[src/rtl/llsc_monitor.sv]
`timescale 1ns/1ps
module llsc_monitor #(
  parameter int XLEN    = 64,
  parameter int CNT_W   = 16,
  parameter int GRAN_LG = 3
) (
  input  logic             clk,
  input  logic             rst_n,
  input  logic             op_valid,
  input  logic             op_dword,
  input  logic             wide_en,
  input  logic [XLEN-1:0]  base_val,
  input  logic [15:0]      imm16,
  input  logic [XLEN-1:0]  src_data,
  input  logic             ll_set,
  input  logic             snoop_valid,
  input  logic [XLEN-1:0]  snoop_addr,
  input  logic             eret,
  output logic             mem_req,
  output logic [XLEN-1:0]  mem_addr,
  output logic [XLEN-1:0]  mem_wdata,
  output logic             mem_dword,
  input  logic             mem_resp_valid,
  input  logic [1:0]       mem_resp,
  output logic             rd_we,
  output logic [XLEN-1:0]  rd_val,
  output logic             exc_addr,
  output logic             exc_rsvd,
  output logic             stall_o,
  output logic [CNT_W-1:0] cnt_total,
  output logic [CNT_W-1:0] cnt_fail
);
  localparam logic [1:0] RSP_OK    = 2'd0;
  localparam logic [1:0] RSP_STALL = 2'd1;
  localparam logic [CNT_W-1:0] CNT_MAX = {CNT_W{1'b1}};
  localparam logic [XLEN-1:0] LO_WORD = {{(XLEN-32){1'b0}}, {32{1'b1}}};

  logic            busy;
  logic            link_flag;
  logic [XLEN-1:0] link_addr;

  wire [XLEN-1:0] ea       = base_val + {{(XLEN-16){imm16[15]}}, imm16};
  wire            misalign = op_dword ? (|ea[2:0]) : (|ea[1:0]);
  wire            rsvd     = op_dword && !wide_en;
  wire [XLEN-1:0] align_m  = {{(XLEN-3){1'b1}}, ~op_dword, 2'b00};
  wire            issue    = op_valid && !busy;
  wire            ll_go    = ll_set && !op_valid && !busy;
  wire            ll_ok    = ll_go && !rsvd && !misalign;
  wire            resp     = busy && mem_resp_valid;
  wire            done     = resp && (mem_resp == RSP_OK);
  wire            snoop_hit = snoop_valid &&
                              ((snoop_addr >> GRAN_LG) == (link_addr >> GRAN_LG));

  always_ff @(posedge clk) begin
    if (!rst_n) begin
      busy      <= 1'b0;
      mem_req   <= 1'b0;
      mem_addr  <= '0;
      mem_wdata <= '0;
      mem_dword <= 1'b0;
      rd_we     <= 1'b0;
      rd_val    <= '0;
      exc_addr  <= 1'b0;
      exc_rsvd  <= 1'b0;
      stall_o   <= 1'b0;
      cnt_total <= '0;
      cnt_fail  <= '0;
    end else begin
      exc_addr <= 1'b0;
      exc_rsvd <= 1'b0;
      rd_we    <= 1'b0;
      stall_o  <= 1'b0;
      if (issue || ll_go) begin
        if (rsvd)          exc_rsvd <= 1'b1;
        else if (misalign) exc_addr <= 1'b1;
        else if (issue) begin
          busy      <= 1'b1;
          mem_req   <= 1'b1;
          mem_addr  <= ea;
          mem_wdata <= op_dword ? src_data : (src_data & LO_WORD);
          mem_dword <= op_dword;
        end
      end
      if (resp) begin
        busy    <= 1'b0;
        mem_req <= 1'b0;
        if (mem_resp == RSP_STALL) stall_o <= 1'b1;
        if (done) begin
          rd_we  <= 1'b1;
          rd_val <= {{(XLEN-1){1'b0}}, link_flag};
          if (cnt_total != CNT_MAX) cnt_total <= cnt_total + 1'b1;
          if (!link_flag && cnt_fail != CNT_MAX) cnt_fail <= cnt_fail + 1'b1;
        end
      end
    end
  end

  always_ff @(posedge clk) begin
    if (!rst_n) begin
      link_flag <= 1'b0;
      link_addr <= '1;
    end else begin
      if (snoop_hit || eret || done) link_flag <= 1'b0;
      else if (ll_ok)                link_flag <= 1'b1;
      if (done && link_flag) link_addr <= '1;
      else if (ll_ok)        link_addr <= ea & align_m;
    end
  end

  a_r2_word_misalign: assert property (@(posedge clk) disable iff (!rst_n)
    issue && !op_dword && (|ea[1:0]) |=> exc_addr && !mem_req);
  a_r3_dword_misalign: assert property (@(posedge clk) disable iff (!rst_n)
    issue && op_dword && wide_en && (|ea[2:0]) |=> exc_addr && !mem_req);
  a_r4_reserved: assert property (@(posedge clk) disable iff (!rst_n)
    (issue || ll_go) && rsvd |=> exc_rsvd && !exc_addr && !mem_req);
  a_r1_req_hold: assert property (@(posedge clk) disable iff (!rst_n)
    mem_req && !mem_resp_valid |=> mem_req && $stable(mem_addr));
  a_r7_stall_keeps_flag: assert property (@(posedge clk) disable iff (!rst_n)
    resp && mem_resp == RSP_STALL && !snoop_hit && !eret
    |=> link_flag == $past(link_flag) && !rd_we && stall_o);
  a_r8_no_writeback: assert property (@(posedge clk) disable iff (!rst_n)
    resp && mem_resp[1] |=> !rd_we && !stall_o && $stable(cnt_total));
  a_r9_done_clears: assert property (@(posedge clk) disable iff (!rst_n)
    done |=> !link_flag);
  a_r5_result_bit: assert property (@(posedge clk) disable iff (!rst_n)
    rd_we |-> rd_val[XLEN-1:1] == '0);
  a_r10_fail_le_total: assert property (@(posedge clk) disable iff (!rst_n)
    cnt_fail <= cnt_total);
  a_r10_monotone: assert property (@(posedge clk) disable iff (!rst_n)
    $past(rst_n) |-> cnt_total >= $past(cnt_total) && cnt_fail >= $past(cnt_fail));
endmodule

[config.mk]
export PLATFORM = sky130hd
export DESIGN_NAME = llsc_monitor
export DESIGN_NICKNAME = d
export VERILOG_FILES = /design/src/rtl/llsc_monitor.sv
export SDC_FILE = /design/constraint.sdc
export NUM_CORES = 1
export LEC_CHECK = 0
export ABC_CLOCK_PERIOD_IN_PS = 5800
export BUFFER_PORTS_ARGS = -buffer_cell sky130_fd_sc_hd__buf_2
export CAP_MARGIN = 20
export CORE_AREA = 5 5 171 173
export DETAILED_ROUTE_END_ITERATION = 12
export DIE_AREA = 0 0 176 178
export PLACE_DENSITY = 0.74
export SKIP_CTS_REPAIR_TIMING = 1
export SKIP_LAST_GASP = 1
export SLEW_MARGIN = 20
export SYNTH_ARGS = -nofsm -noshare
export SYNTH_HDL_FRONTEND = slang
export SYNTH_SLANG_ARGS = --single-unit
[constraint.sdc]
create_clock -name clk -period 5.8 [get_ports clk]
set_clock_uncertainty 0.2 [all_clocks]
set_input_delay 0.87 -clock clk [delete_from_list [all_inputs] [get_ports clk]]
set_output_delay 0.87 -clock clk [all_outputs]
set_load 0.05 [all_outputs]
==> flow_metrics.tcl <==
set metrics [dict create \
    status "finished clean" \
    antenna_found_initial 2 \
    worstPathRequired_ns 6.04 \
    viasPerCell 5.53 \
    synth_cell_types 82 \
    dieArea_um2 31300 \
    cap_violations 0 \
    synth_edf_count 0 \
    antenna_left 0 \
    clockBufferDepth 3 \
    synthTopCellsByArea "dfxtp_1 (35%), a21oi_1 (7.7%), nand2_1 (7.7%), xnor2_1 (6.3%), ha_1 (6.1%)" \
    timing.critical_path.fanout_max 17 \
    min_period_ns 3.97 \
    yosys_register_bits 229 \
    tightest_slew_ns 0.936 \
    yosys_warnings 0 \
    power_density_nw_per_um2 286 \
    fmax_mhz 252 \
    final_cell_mix "buf_2 (382), nand2_1 (272), dfxtp_1 (229)" \
    start_util_pct 48.3 \
    drt_wl_total_mm 46.3 \
    die_y_um 178 \
    clkSinkCount 229 \
    rsz0062_at_grt "no" \
    clock_latency_ns 0.55 \
    syn_inst 1701 \
    fp.dieW_um 176 \
    cp.arrival_ns 4.21 \
    finalHoldViolations 0 \
    cellLeakagePower_uw 0.00730 \
    drt_iter0_drc 883 \
    clk_pin_slew_worst_paths_ns 0.06 \
    gp_congestion 0.932 \
    slew_headroom_pct 37.4 \
    end_kind "flip-flop" \
    grt_pass1_vias 12355 \
    finalWorstSetupSlack_ns 1.83 \
    min_period_over_period_pct 68.4 \
    crit_type "in2reg" \
    wl_per_cell_um 19.4 \
    grt_max_degree 135 \
    synth.top_cell.area_share_pct 34.6 \
    nNetsFinal 2305 \
    first_pass_iters 5 \
    area_delta_synth_final_pct 20.6 \
    hp-class "reg2reg" \
    hpwl_mm 35.9 \
    layout-drive-gt1-share_pct 22.9 \
    cts_tree "done" \
    ys.flop_type "dfxtp_1" \
    ir_drop_v 0.000218 \
    row_count 61 \
    ctsHtreeMaxLevel 1 \
    layout_commonest_cell "buf_2" \
    vias 13188 \
    grt_usage_pct 27.8 \
    startpoint_type "primary input" \
    portBuffers 382 \
    syn_area_um2 13300 \
    cts_buffers 27 \
    ios 449 \
    synth_area_leader_cell "dfxtp_1" \
    grt_pass1_wl_mm 69.1 \
    report.final.slew_viol_count 0 \
    cts_root_buf "clkbuf_16" \
    async_flop_share_pct 0 \
    place_ws_ns 1.29 \
    core-area_um2 27500 \
    setup_viol 0 \
    avgSynthCellArea_um2 7.80 \
    grt_overflow 0 \
    finalSetupTns_ns 0 \
    drc 0 \
    yosysSeqAreaShare_pct 34.6 \
]
[report_power, final]
part	switching, uW	leakage [uW]	internal (uW)
Combinational	770	0.00499	339
Sequential	34.5	0.00186	1630
Clock	693	0.000457	1120
Total	1500	0.00730	3080
[logic make-up after synthesis]
kind of cell	Yosys count	synth area share, %
buffers and inverters	192	7.66
and+or+nand+nor	624	21.4
DFF	229	34.6
muxes	1	0.0755
other	1	0.0283
adders and majority gates	66	6.28
AOI/OAI and AO/OA	446	20.6
xor gates and xnor gates	142	9.38
[state kept, by name, summed over array words and instances (netlist names)]
signal	count
link_flag	1
exc_addr	1
link_addr	61
mem_dword	1
mem_wdata	64
cnt_fail	16
stall_o	1
rd_val	1
exc_rsvd	1
cnt_total	16
mem_addr	64
busy	1
rd_we	1
[final timing paths]
check / startpoint / endpoint / slack [ns] / cells past startpoint
setup / recovery: imm16[15] / mem_addr[42]$_SDFFE_PN0P_ / 1.83 / 13
setup reg to reg: busy$_SDFFE_PP0P_ / cnt_fail[13]$_SDFFE_PN0P_ / 2.96 / 7
hold / removal: mem_wdata[61]$_SDFFE_PN0P_ / mem_wdata[61]$_SDFFE_PN0P_ / 0.25 / 2
hold reg to reg: mem_wdata[61]$_SDFFE_PN0P_ / mem_wdata[61]$_SDFFE_PN0P_ / 0.25 / 2
[stage by stage]
step / area (um2) / total power (uW) / utilization, % / hold WS [ns] / instances
after floorplan: 13500 / 2500 / - / 0.255 / 1763
after global placement: 15000 / 2780 / 54.8 / 0.236 / 2337
after detailed placement: 15000 / 2790 / 54.8 / 0.240 / 2337
after CTS: 16000 / 4600 / 58.2 / 0.249 / 2384
after global routing: 16000 / 4770 / 58.2 / 0.264 / 2385
final: 16000 / 4580 / 58.2 / 0.246 / 2386
[area by class of cell]
class	instances	area (um2)
multi-input combinational	1342	7930
tap	346	433
sequential	229	4580
fill	2558	11500
timing repair buffer	394	2010
clock buffer	35	736
antenna	2	5.00
inverter	26	100
clock inverter	12	205
[metal layers]
| metal | global-route usage (%) | vias to the layer above | routed length, um |
|---|---|---|---|
| li1 | - | 6449 | - |
| met1 | 35.5 | 6168 | 19200 |
| met2 | 48.4 | 496 | 22300 |
| met3 | 4.18 | 75 | 3210 |
| met4 | 8.97 | 0 | 1600 |
| met5 | 0 | - | 0 |
[critical path, cell delays in order]
cell       delay [ns]
buf_2            0.28
buf_4            0.30
ha_1             0.37
and3_2           0.25
and2_1           0.18
a211oi_1         0.28
o21ai_0          0.14
nor2_1           0.18
o21ai_1          0.17
a2111oi_0        0.49
xor2_1           0.36
o21ai_0          0.11
and2_1           0.19
[synth_stat cells, types with 10 or more instances]
| library cell | count |
|---|---|
| nand2_1 | 272 |
| dfxtp_1 | 229 |
| a21oi_1 | 204 |
| nor2_1 | 127 |
| xnor2_1 | 96 |
| clkbuf_1 | 84 |
| nand3_1 | 83 |
| o21ai_0 | 71 |
| buf_4 | 65 |
| ha_1 | 65 |
| xor2_1 | 46 |
| o211ai_1 | 44 |
| nand4_1 | 41 |
| a21o_1 | 38 |
| inv_1 | 25 |
| nor3_1 | 19 |
| o21a_1 | 16 |
| or3_1 | 14 |
| and2_1 | 11 |
| o21bai_1 | 11 |
| and3_1 | 10 |
Note: power is estimated with default switching activity, not from simulation.
